==> config.mk <==
export PLATFORM = sky130hd
export DESIGN_NAME = rtx_core
export DESIGN_NICKNAME = d
export VERILOG_FILES = /design/src/rtl/rtx_pkg.sv /design/src/rtl/rtx_regfile.sv /design/src/rtl/rtx_alu.sv /design/src/rtl/rtx_ctrl.sv /design/src/rtl/rtx_core.sv
export SDC_FILE = /design/constraint.sdc
export NUM_CORES = 1
export LEC_CHECK = 0
export ABC_AREA = 1
export BUFFER_PORTS_ARGS = -buffer_cell sky130_fd_sc_hd__clkbuf_2
export CAP_MARGIN = 20
export CORE_ASPECT_RATIO = 1.2
export CORE_MARGIN = 4
export CORE_UTILIZATION = 30
export DETAILED_ROUTE_END_ITERATION = 6
export SLEW_MARGIN = 15
export SYNTH_ARGS = -nofsm -noshare
export SYNTH_HDL_FRONTEND = slang
export SYNTH_HIERARCHICAL = 1
export SYNTH_SLANG_ARGS = --single-unit
==> constraint.sdc <==
create_clock -name clk -period 3.95 [get_ports clk]
set_input_delay 0.1975 -clock clk [delete_from_list [all_inputs] [get_ports clk]]
set_output_delay 0.1975 -clock clk [all_outputs]
set_load 0.02 [all_outputs]
==> src/rtl/rtx_pkg.sv <==
package rtx_pkg;

  localparam int OPW = 4;

  localparam logic [OPW-1:0] OP_LOAD = 4'd0;
  localparam logic [OPW-1:0] OP_ADD  = 4'd1;
  localparam logic [OPW-1:0] OP_MOVI = 4'd2;
  localparam logic [OPW-1:0] OP_ADDI = 4'd3;
  localparam logic [OPW-1:0] OP_BEQ  = 4'd4;

  // bit positions of instruction fields
  localparam int OP_LSB  = 28;
  localparam int RD_LSB  = 20;
  localparam int RS1_LSB = 16;
  localparam int RS2_LSB = 0;

  typedef enum logic [3:0] {
    S_F1, S_F2Q, S_F2R, S_F3, S_DEC,
    S_LD1, S_LD2Q, S_LD2R, S_LD3,
    S_RR1, S_RI1, S_ALUWB, S_MOVI, S_BR
  } step_e;

  typedef enum logic [1:0] {
    WB_MBR = 2'd0,
    WB_ALU = 2'd1,
    WB_IMM = 2'd2
  } wbsrc_e;

  typedef struct packed {
    logic   mar_we;
    logic   mar_from_ir;
    logic   pc_inc;
    logic   pc_load;
    logic   req;
    logic   mbr_we;
    logic   ir_we;
    logic   p_we;
    logic   q_we;
    logic   q_from_ir;
    logic   rf_we;
    wbsrc_e rf_src;
    logic   z_we;
  } ctl_t;

endpackage

==> src/rtl/rtx_regfile.sv <==
module rtx_regfile #(
  parameter int NREG = 16,
  parameter int W    = 32,
  localparam int IW  = $clog2(NREG)
) (
  input  logic          clk,
  input  logic          rst,
  input  logic          we,
  input  logic [IW-1:0] waddr,
  input  logic [W-1:0]  wdata,
  input  logic [IW-1:0] raddr_a,
  input  logic [IW-1:0] raddr_b,
  output logic [W-1:0]  rdata_a,
  output logic [W-1:0]  rdata_b
);

  logic [W-1:0] regs [NREG];

  for (genvar i = 0; i < NREG; i++) begin : g_reg
    always_ff @(posedge clk) begin
      if (rst)                             regs[i] <= '0;
      else if (we && waddr == IW'(i))      regs[i] <= wdata;
    end

    AST_RF_WRITE: assert property (@(posedge clk) disable iff (rst)
      (we && waddr == IW'(i)) |=> regs[i] == $past(wdata));
  end

  assign rdata_a = regs[raddr_a];
  assign rdata_b = regs[raddr_b];

endmodule

==> src/rtl/rtx_alu.sv <==
module rtx_alu #(
  parameter int W = 32
) (
  input  logic [W-1:0] p,
  input  logic [W-1:0] q,
  output logic [W-1:0] sum,
  output logic         zero
);

  always_comb begin
    sum  = p + q;
    zero = (sum == '0);
  end

endmodule

==> src/rtl/rtx_ctrl.sv <==
module rtx_ctrl
  import rtx_pkg::*;
(
  input  logic           clk,
  input  logic           rst,
  input  logic [OPW-1:0] opcode,
  input  logic           zf,
  input  logic           req_ready,
  input  logic           rsp_valid,
  output step_e          step,
  output ctl_t           ctl
);

  step_e nxt;

  always_ff @(posedge clk) begin
    if (rst) step <= S_F1;
    else     step <= nxt;
  end

  always_comb begin
    nxt = step;
    ctl = '0;
    unique case (step)
      S_F1: begin
        ctl.mar_we = 1'b1;
        ctl.pc_inc = 1'b1;
        nxt        = S_F2Q;
      end
      S_F2Q: begin
        ctl.req = 1'b1;
        if (req_ready) nxt = S_F2R;
      end
      S_F2R: begin
        if (rsp_valid) begin
          ctl.mbr_we = 1'b1;
          nxt        = S_F3;
        end
      end
      S_F3: begin
        ctl.ir_we = 1'b1;
        nxt       = S_DEC;
      end
      S_DEC: begin
        case (opcode)
          OP_LOAD: nxt = S_LD1;
          OP_ADD:  nxt = S_RR1;
          OP_MOVI: nxt = S_MOVI;
          OP_ADDI: nxt = S_RI1;
          OP_BEQ:  nxt = S_BR;
          default: nxt = S_F1;
        endcase
      end
      S_LD1: begin
        ctl.mar_we      = 1'b1;
        ctl.mar_from_ir = 1'b1;
        nxt             = S_LD2Q;
      end
      S_LD2Q: begin
        ctl.req = 1'b1;
        if (req_ready) nxt = S_LD2R;
      end
      S_LD2R: begin
        if (rsp_valid) begin
          ctl.mbr_we = 1'b1;
          nxt        = S_LD3;
        end
      end
      S_LD3: begin
        ctl.rf_we  = 1'b1;
        ctl.rf_src = WB_MBR;
        nxt        = S_F1;
      end
      S_RR1: begin
        ctl.p_we = 1'b1;
        ctl.q_we = 1'b1;
        nxt      = S_ALUWB;
      end
      S_RI1: begin
        ctl.p_we      = 1'b1;
        ctl.q_we      = 1'b1;
        ctl.q_from_ir = 1'b1;
        nxt           = S_ALUWB;
      end
      S_ALUWB: begin
        ctl.rf_we  = 1'b1;
        ctl.rf_src = WB_ALU;
        ctl.z_we   = 1'b1;
        nxt        = S_F1;
      end
      S_MOVI: begin
        ctl.rf_we  = 1'b1;
        ctl.rf_src = WB_IMM;
        nxt        = S_F1;
      end
      S_BR: begin
        ctl.pc_load = zf;
        nxt         = S_F1;
      end
      default: nxt = S_F1;
    endcase
  end

  AST_WB_THEN_FETCH: assert property (@(posedge clk) disable iff (rst)
    ctl.rf_we |=> (step == S_F1) && !ctl.rf_we);

  AST_NOP_RETURNS: assert property (@(posedge clk) disable iff (rst)
    (step == S_DEC && opcode > OP_BEQ) |=> (step == S_F1));

endmodule

==> src/rtl/rtx_core.sv <==
module rtx_core
  import rtx_pkg::*;
#(
  parameter int XLEN = 32,
  parameter int NREG = 16,
  parameter int IMMW = 16,
  localparam int RIW = $clog2(NREG)
) (
  input  logic            clk,
  input  logic            rst,
  output logic            mem_req_valid,
  input  logic            mem_req_ready,
  output logic [XLEN-1:0] mem_req_addr,
  input  logic            mem_rsp_valid,
  input  logic [XLEN-1:0] mem_rsp_data,
  output logic            wb_valid,
  output logic [RIW-1:0]  wb_reg,
  output logic [XLEN-1:0] wb_data,
  output logic [XLEN-1:0] pc_o,
  output logic            zero_o
);

  logic [XLEN-1:0] pc_q, ir_q, mar_q, mbr_q, p_q, q_q;
  logic            zf_q;

  step_e step;
  ctl_t  ctl;

  logic [XLEN-1:0] opnd, rf_a, rf_b, alu_sum, rf_wdata;
  logic            alu_zero;
  logic [OPW-1:0]  opcode;
  logic [RIW-1:0]  rd, rs1, rs2;
  logic            unused_ir_bits;

  // instruction field extraction
  assign opcode = ir_q[OP_LSB +: OPW];
  assign rd     = ir_q[RD_LSB +: RIW];
  assign rs1    = ir_q[RS1_LSB +: RIW];
  assign rs2    = ir_q[RS2_LSB +: RIW];
  assign opnd   = {{(XLEN-IMMW){1'b0}}, ir_q[IMMW-1:0]};
  assign unused_ir_bits = ^ir_q[OP_LSB-1:RD_LSB+RIW];

  rtx_ctrl u_ctrl (
    .clk       (clk),
    .rst       (rst),
    .opcode    (opcode),
    .zf        (zf_q),
    .req_ready (mem_req_ready),
    .rsp_valid (mem_rsp_valid),
    .step      (step),
    .ctl       (ctl)
  );

  rtx_regfile #(.NREG(NREG), .W(XLEN)) u_rf (
    .clk     (clk),
    .rst     (rst),
    .we      (ctl.rf_we),
    .waddr   (rd),
    .wdata   (rf_wdata),
    .raddr_a (rs1),
    .raddr_b (rs2),
    .rdata_a (rf_a),
    .rdata_b (rf_b)
  );

  rtx_alu #(.W(XLEN)) u_alu (
    .p    (p_q),
    .q    (q_q),
    .sum  (alu_sum),
    .zero (alu_zero)
  );

  // register-file write source mux
  always_comb begin
    unique case (ctl.rf_src)
      WB_MBR:  rf_wdata = mbr_q;
      WB_ALU:  rf_wdata = alu_sum;
      WB_IMM:  rf_wdata = opnd;
      default: rf_wdata = mbr_q;
    endcase
  end

  always_ff @(posedge clk) begin
    if (rst) begin
      pc_q  <= '0;
      ir_q  <= '0;
      mar_q <= '0;
      mbr_q <= '0;
      p_q   <= '0;
      q_q   <= '0;
      zf_q  <= 1'b0;
    end else begin
      if (ctl.pc_inc)       pc_q  <= pc_q + XLEN'(4);
      else if (ctl.pc_load) pc_q  <= opnd;
      if (ctl.mar_we)       mar_q <= ctl.mar_from_ir ? opnd : pc_q;
      if (ctl.mbr_we)       mbr_q <= mem_rsp_data;
      if (ctl.ir_we)        ir_q  <= mbr_q;
      if (ctl.p_we)         p_q   <= rf_a;
      if (ctl.q_we)         q_q   <= ctl.q_from_ir ? opnd : rf_b;
      if (ctl.z_we)         zf_q  <= alu_zero;
    end
  end

  assign mem_req_valid = ctl.req;
  assign mem_req_addr  = mar_q;
  assign wb_valid      = ctl.rf_we;
  assign wb_reg        = rd;
  assign wb_data       = rf_wdata;
  assign pc_o          = pc_q;
  assign zero_o        = zf_q;

  AST_REQ_HOLD: assert property (@(posedge clk) disable iff (rst)
    (mem_req_valid && !mem_req_ready) |=> (mem_req_valid && $stable(mem_req_addr)));

  AST_PC_MOVES: assert property (@(posedge clk) disable iff (rst)
    1'b1 |=> (pc_q == $past(pc_q)) || (pc_q == $past(pc_q) + XLEN'(4)) || (pc_q == $past(opnd)));

  AST_Z_ONLY_ALU: assert property (@(posedge clk) disable iff (rst)
    !$stable(zf_q) |-> $past(ctl.z_we));

  AST_BR_NOT_TAKEN: assert property (@(posedge clk) disable iff (rst)
    (step == S_BR && !zf_q) |=> $stable(pc_q));

endmodule

==> results of run 1 <==
==> registers in the layout, indices dropped and copies added (netlist names) <==
register and cells:
pc_o 32, q_q 32, mbr_q 32, p_q 32
u_ctrl/step 4, zero_o 1, ir_q 28, u_rf/regs 512
mem_req_addr 32
==> cell usage in the layout, fill, tap and decap left out, types with 4 or more instances in the layout <==
cell type,count
nand4_1,26
nor2_2,9
nor2_4,8
o211ai_1,56
dfxtp_4,6
o22ai_1,7
o21ai_0,128
inv_1,797
nor2_1,813
o21ai_1,4
inv_4,6
a21oi_1,89
clkinv_2,11
dlygate4sd3_1,35
bufinv_16,6
nand2_2,24
buf_4,76
nand3b_1,11
edfxtp_1,512
clkinv_1,7
nand3_2,10
nand3_1,1033
nor3_1,6
clkbuf_8,11
o21ai_4,8
dfxtp_1,185
inv_6,4
inv_2,14
clkbuf_2,138
nand2_1,1591
xor2_1,5
ha_1,34
clkinvlp_4,4
clkbuf_1,11
buf_12,22
clkbuf_16,77
==> metal layers <==
| metal | up-vias | track usage | share of wire |
|---|---|---|---|
| met1 | 18809 | 0.270 | 0.37 |
| li1 | 18283 | - | - |
| met5 | - | 0 | 0 |
| met3 | 486 | 0.0403 | 0.11 |
| met2 | 2420 | 0.361 | 0.46 |
| met4 | 0 | 0.127 | 0.061 |
==> repair_timing <==
item | 4_1_cts | 5_1_grt
pin swaps | 1 | 2
endpoints found under the setup margin | 1 | 8
hold buffers | 35 | 0
endpoints found under the hold margin | 36 | 0
gates resized for setup | 0 | 1
setup buffers | 1 | 1
==> worst register-to-register path: cells and delay by family (launching register included) <==
family	cells	cell delay (ps)
flip-flops	1	440
adder cells (fa/ha/maj)	1	340
buffers and inverters	5	1200
AND/OR/NAND/NOR	4	880
AO/OA/AOI/OAI	1	280
==> where the power goes <==
part | internal (mW) | switching, mW
Clock | 4.19 | 3.15
Sequential | 8.42 | 0.371
Combinational | 1.91 | 5.57
==> cell type report <==
type,count,area share
multi-input cells,3886,0.372
repair buffers,272,0.0448
flip-flops and latches,705,0.415
inverters,819,0.0667
well taps,1800,0.0485
clock inverters,34,0.00797
clock buffers,99,0.0456
==> cells by family (layout without fill, tap and decap cells) <==
logic type / after synthesis / in the layout / synth area share
xor+xnor: 5 / 5 / 0.00107
simple gates: 3542 / 3542 / 0.363
compound gates: 304 / 304 / 0.0413
flops: 705 / 705 / 0.468
fa+ha+maj: 35 / 35 / 0.0108
buf+inv: 1194 / 1224 / 0.115
==> path summary, 6_finish.rpt <==
kind                        from                to  depth (start not counted)
hold / removal               rst           pc_o[6]                          3
hold reg to reg          q_q[25]           q_q[25]                          2
setup / recovery  u_ctrl/step[3]       wb_data[12]                         10
setup reg to reg  u_ctrl/step[3]  u_rf/regs[3][10]                         11
==> through the flow <==
stage / worst slack, ps / area (µm²) / setup TNS [ps] / instances
final: 256 / 46500 / 0 / 7615
after floorplan: -454 / 41100 / -115790 / 5785
after global placement: 433 / 43600 / 0 / 7444
after global routing: 85.3 / 46500 / 0 / 7615
after detailed placement: 399 / 43600 / 0 / 7445
after CTS: 63.3 / 46400 / 0 / 7614
==> reports/metrics.yaml, run 1 <==
netlist_area_um2: 41100
synth-edff-count: 512
crit_path_max_cell_delay_ps: 550
total_number_of_clock_tree_sinks: 705
asyncSetResetFlopFracSynth: 0
placement.io_buffers: 138
design.core.area_um2: 136000
yosys_most_used_dff: "edfxtp_1"
timing.critical_path.from_type: "flop"
critical_path_required_ps: 3750
synth.yosys.warnings: 6
h-tree-depth: 3
tritoncts_clock_tree: "done"
timing.hold.ws_ps: 74.1
yosys-top-cells-count: "1600 x nand2_1, 1041 x nand3_1, 814 x nor2_1"
worst-path-max-fanout: 19
cellPowerDensity_nw_per_um2: 508
finalMaxSlewViolations: 0
synthesis.area_per_instance_um2: 7.10
synth.ff_latch_count: 705
clk_latency_ps: 680
wire_length_of_the_first_global_routing_pass_um: 238000
setup_viol: 0
synth.net_count: 5856
yosys.area.top_type_share: 0.374
synth.largest_area_cell: "edfxtp_1"
worstMarginPinSlew_ps: 1150
worstPathArrival_ps: 3500
fin_nets: 5828
path_type_of_the_worst_setup_path: "reg2out"
multiInputGateArea_um2: 17300
clock-skew-final_ps: 29.9
ys_types: 40
chipHeight_um: 413
detail_route.vias_per_cell: 5.25
insertedDiodeCount: 0
worst_path_max_delay_cell: "o211ai_1"
crit_chain: "inv_1 -> nor2_1 -> nand2_1 -> inv_1 -> inv_1 -> ha_1 -> clkinvlp_4 -> nand2_1 -> o211ai_1 -> clkbuf_2"
floorplan.io_pins: 139
netlist_top_cells_area: "edfxtp_1 37%, nand2_1 15%, nand3_1 13%, dfxtp_1 9.4%, nor2_1 7.4%"
ir_worst_vdd_v: 0.000503
post-route-drc-count: 0
power.static_leakage_nw: 20.6
slew-limit-headroom: 0.231
die_width_um: 346
timing.critical_path.to_type: "primary output"
post-dp-hpwl_um: 98500
timing.hold.worst.class: "in2reg"
initial_utilization: 0.302
utilization: 0.342
synth_most_common_cell: "nand2_1"
die_area_um2: 143000
cts_root_buf: "clkbuf_16"
route.vias.total: 39998
nFillCells: 14269
tritoncts.num_buffers: 73
dr.first_iter.drc_count: 4800
grt.overflow.total: 0
seqCellArea_um2: 19300
final_min_period_over_clock_period: 0.935
totalPowerFinal_mw: 23.6
cp.buffers_inverters: 5
wl_per_cell_um: 21.4
finalHoldViolations: 0
layout_min_cycle_time_ps: 3690
cts.clk_slew.worst_paths_ps: 60
first_global_vias: 37648
floorplan.rows: 148
pre_antenna_drt_iters: 7
seq_area_frac_synth: 0.468
drive_gt1_frac: 0.0779
maxCapViolations: 0
gp_routability_congestion: 0.945
antenna_violations_before_repair: 0
rsz_0062_raised_after_global_routing: "false"
synthesis.instances: 5785
largest_net_degree_at_the_start_of_global_routing: 164
run_status: "finished, final reports clean"
cp_top_family: "buffers and inverters"
regToRegSetupSlack_ps: 550
fmax_mhz: 271
detail-route-antenna-nets: 0
totalWireLength_um: 163000
timing.critical_path.mode_cell: "inv_1"
syn2layout_area_growth_pct: 13.0
total_routing_usage_reported_by_global_routing: 0.219
clockBufferDepth: 3
No activity file was read; power rests on OpenSTA's default activity.
==> run 2: changes to the inputs <==
==> constraint.sdc (replaced) <==
create_clock -name clk -period 3.95 [get_ports clk]
set_input_delay 1.185 -clock clk [delete_from_list [all_inputs] [get_ports clk]]
set_output_delay 1.185 -clock clk [all_outputs]
set_load 0.02 [all_outputs]
==> run 2 against run 1 <==
Effect of this change: final cell count about the same; critical path depth increased by 2; cell area increased by 1.7%; setup slack got worse by 200 ps; non-clock buffer count decreased by 4; flip-flop and latch count unchanged; total power decreased by 1.3%; first-iteration DRC count decreased by 8.3%; core utilization increased by 0.57 points; via count decreased by 0.53%; maximum frequency decreased by 5.1%; global-route usage about the same.
==> reports/metrics.yaml, run 2 (synthesis results as in run 1) <==
run_status: "finished, final reports clean"
placed_area_um2: 43700  # +0.22%
clockBufferDepth: 3  # unchanged
utilization: 0.348  # +0.00570
p_comb_frac: 0.321  # +0.004
fmax_mhz: 257  # -5.1%
insertedDiodeCount: 0  # unchanged
chipHeight_um: 413  # unchanged
rsz_0062_raised_after_global_routing: "true"
share_clk_of_total_power: 0.300  # -0.011
largest_register: "u_rf/regs"
h-tree-depth: 3  # unchanged
syn2layout_area_growth_pct: 14.9
gp_routability_congestion: 0.945  # about the same
finalHoldViolations: 0  # unchanged
detail_route.vias_per_cell: 5.23  # -0.49%
wl_per_cell_um: 21.4  # +0.26%
antenna_violations_before_repair: 0  # unchanged
p_seq_frac: 0.379  # +0.007
tritoncts_clock_tree: "done"
finalMaxSlewViolations: 0  # unchanged
maxCapViolations: 0  # unchanged
sw_frac_of_total: 0.389  # +0.00439
pre_antenna_drt_iters: 7  # unchanged
most_frequent_standard_cell_in_the_layout_excluding_fill_and_tap_cells: "nand2_1"
p_int_mw: 14.2  # -2.0%
drive_gt1_frac: 0.110  # +0.0326
power.static_leakage_nw: 20.6  # +0.33%
critical_path_required_ps: 2760  # -990 ps
timing.critical_path.to_type: "primary output"
timing.hold.worst.class: "reg2reg"
slew-limit-headroom: 0.169  # -0.0613
die_area_um2: 143000  # unchanged
total_routing_usage_reported_by_global_routing: 0.220  # +0.000225
detail-route-antenna-nets: 0  # unchanged
cellPowerDensity_nw_per_um2: 493  # -2.9%
setup-tns-final_ps: 0  # unchanged
die_width_um: 346  # unchanged
wire_length_of_the_first_global_routing_pass_um: 239000  # +0.31%
worst-path-max-fanout: 4  # -15
setup_viol: 0  # unchanged
final_min_period_over_clock_period: 0.985  # +0.0499
post-dp-hpwl_um: 97800  # -0.72%
worstPathArrival_ps: 2710  # -790 ps
totalWireLength_um: 163000  # +0.22%
largest_net_degree_at_the_start_of_global_routing: 173  # +5.5%
path_type_of_the_worst_setup_path: "reg2out"
route.vias.total: 39786  # -0.53%
cts.clk_slew.worst_paths_ps: 70  # about the same
floorplan.io_pins: 139  # unchanged
cts_root_buf: "clkbuf_16"
totalPowerFinal_mw: 23.3  # -1.3%
clk_latency_ps: 680  # about the same
initial_utilization: 0.302  # unchanged
layout_min_cycle_time_ps: 3890  # +197 ps
tritoncts.num_buffers: 73  # unchanged
ir_worst_vdd_v: 0.000405  # -19%
design_area_um2: 47200  # +1.7%
floorplan.rows: 148  # unchanged
post-route-drc-count: 0  # unchanged
placement.io_buffers: 138  # unchanged
largest_reg_flops: 512  # unchanged
total_number_of_clock_tree_sinks: 705  # unchanged
design.core.area_um2: 136000  # unchanged
fin_nets: 5824  # -0.069%
grt.overflow.total: 0  # unchanged
clock-skew-final_ps: 28.8  # -1.05 ps
worstMarginPinSlew_ps: 1250  # +93.3 ps
total_switching_power_mw: 9.07  # -0.15%
first_global_vias: 37777  # +0.34%
dr.first_iter.drc_count: 4400  # -8.3%
timing.critical_path.from_type: "flop"
commonest_cells_after_routing_fill_and_taps_aside: "1536 x nand2_1, 1015 x nand3_1, 795 x nor2_1, 790 x inv_1, 512 x edfxtp_1"
==> run 2: changes by cell type in the layout (fill, tap and decap cells not counted), moves of 24 or more <==
cell           previous run  this run
buf_4                    76       109
clkbuf_2                138       114
dfxtp_1                 185       161
dlygate4sd3_1            35         0
ha_1                     34         2
ha_4                      0        30
nand2_1                1591      1536
nand2_2                  24        67
==> run 2: power by group through the flow <==
stage | clock network (mW) | logic, mW | registers (mW)
after CTS | 7.10 | 7.29 | 8.82
after global routing | 7.39 | 7.99 | 8.87
after detailed placement | 0 | 7.22 | 8.97
after floorplan | 0 | 4.38 | 9.00
final | 7.00 | 7.47 | 8.83
after global placement | 0 | 7.16 | 8.96
==> run 2: stage by stage <==
step	cells	worst slack, ps	hold WS (ps)
floorplan	5785	-454	449
detailed placement	7453	283	467
finish	7612	59.4	482
global route	7612	-36.9	513
CTS	7602	-4.44	485
global placement	7453	257	459
==> run 2: layout make-up <==
cell class                      instances  area (µm²)
Clock buffer                           97        2000
Timing Repair Buffer                  268        2110
Tap cell                             1800        2250
Sequential cell                       705       19300
Fill cell                           14311       88700
Multi-Input combinational cell       3886       18100
Clock inverter                         37         338
Inverter                              819        3100
==> run 2: what timing repair did <==
item	in CTS	in global routing
gates resized for setup	129	140
pin swaps	28	28
gates cloned	1	0
buffers inserted	14	10
hold buffers	0	0
setup endpoints to repair	31	28
==> run 2: worst paths after layout <==
check | start | slack [ps] | cells past startpoint | to
max | q_q[0] | 60 | 12 | wb_data[6]
min | q_q[31] | 480 | 2 | q_q[31]
max reg2reg | u_ctrl/step[0] | 870 | 8 | u_rf/regs[9][9]
min reg2reg | q_q[31] | 480 | 2 | q_q[31]
==> run 2: metal layers <==
metal,GRT usage,routed length (µm)
met5,0,0
met4,0.130,10500
met3,0.0460,16800
met2,0.364,74900
met1,0.263,61100
==> run 2: critical path, stage by stage (launching register included) <==
cell and delay (ps):
dfxtp_2 330, ha_4 170, fa_2 410, nand2_2 100, nand3_2 80, nand3_4 90
buf_4 110, nand3b_1 70, nand2_1 140, inv_1 60, nand3_1 90, o211ai_1 160
buf_2 210
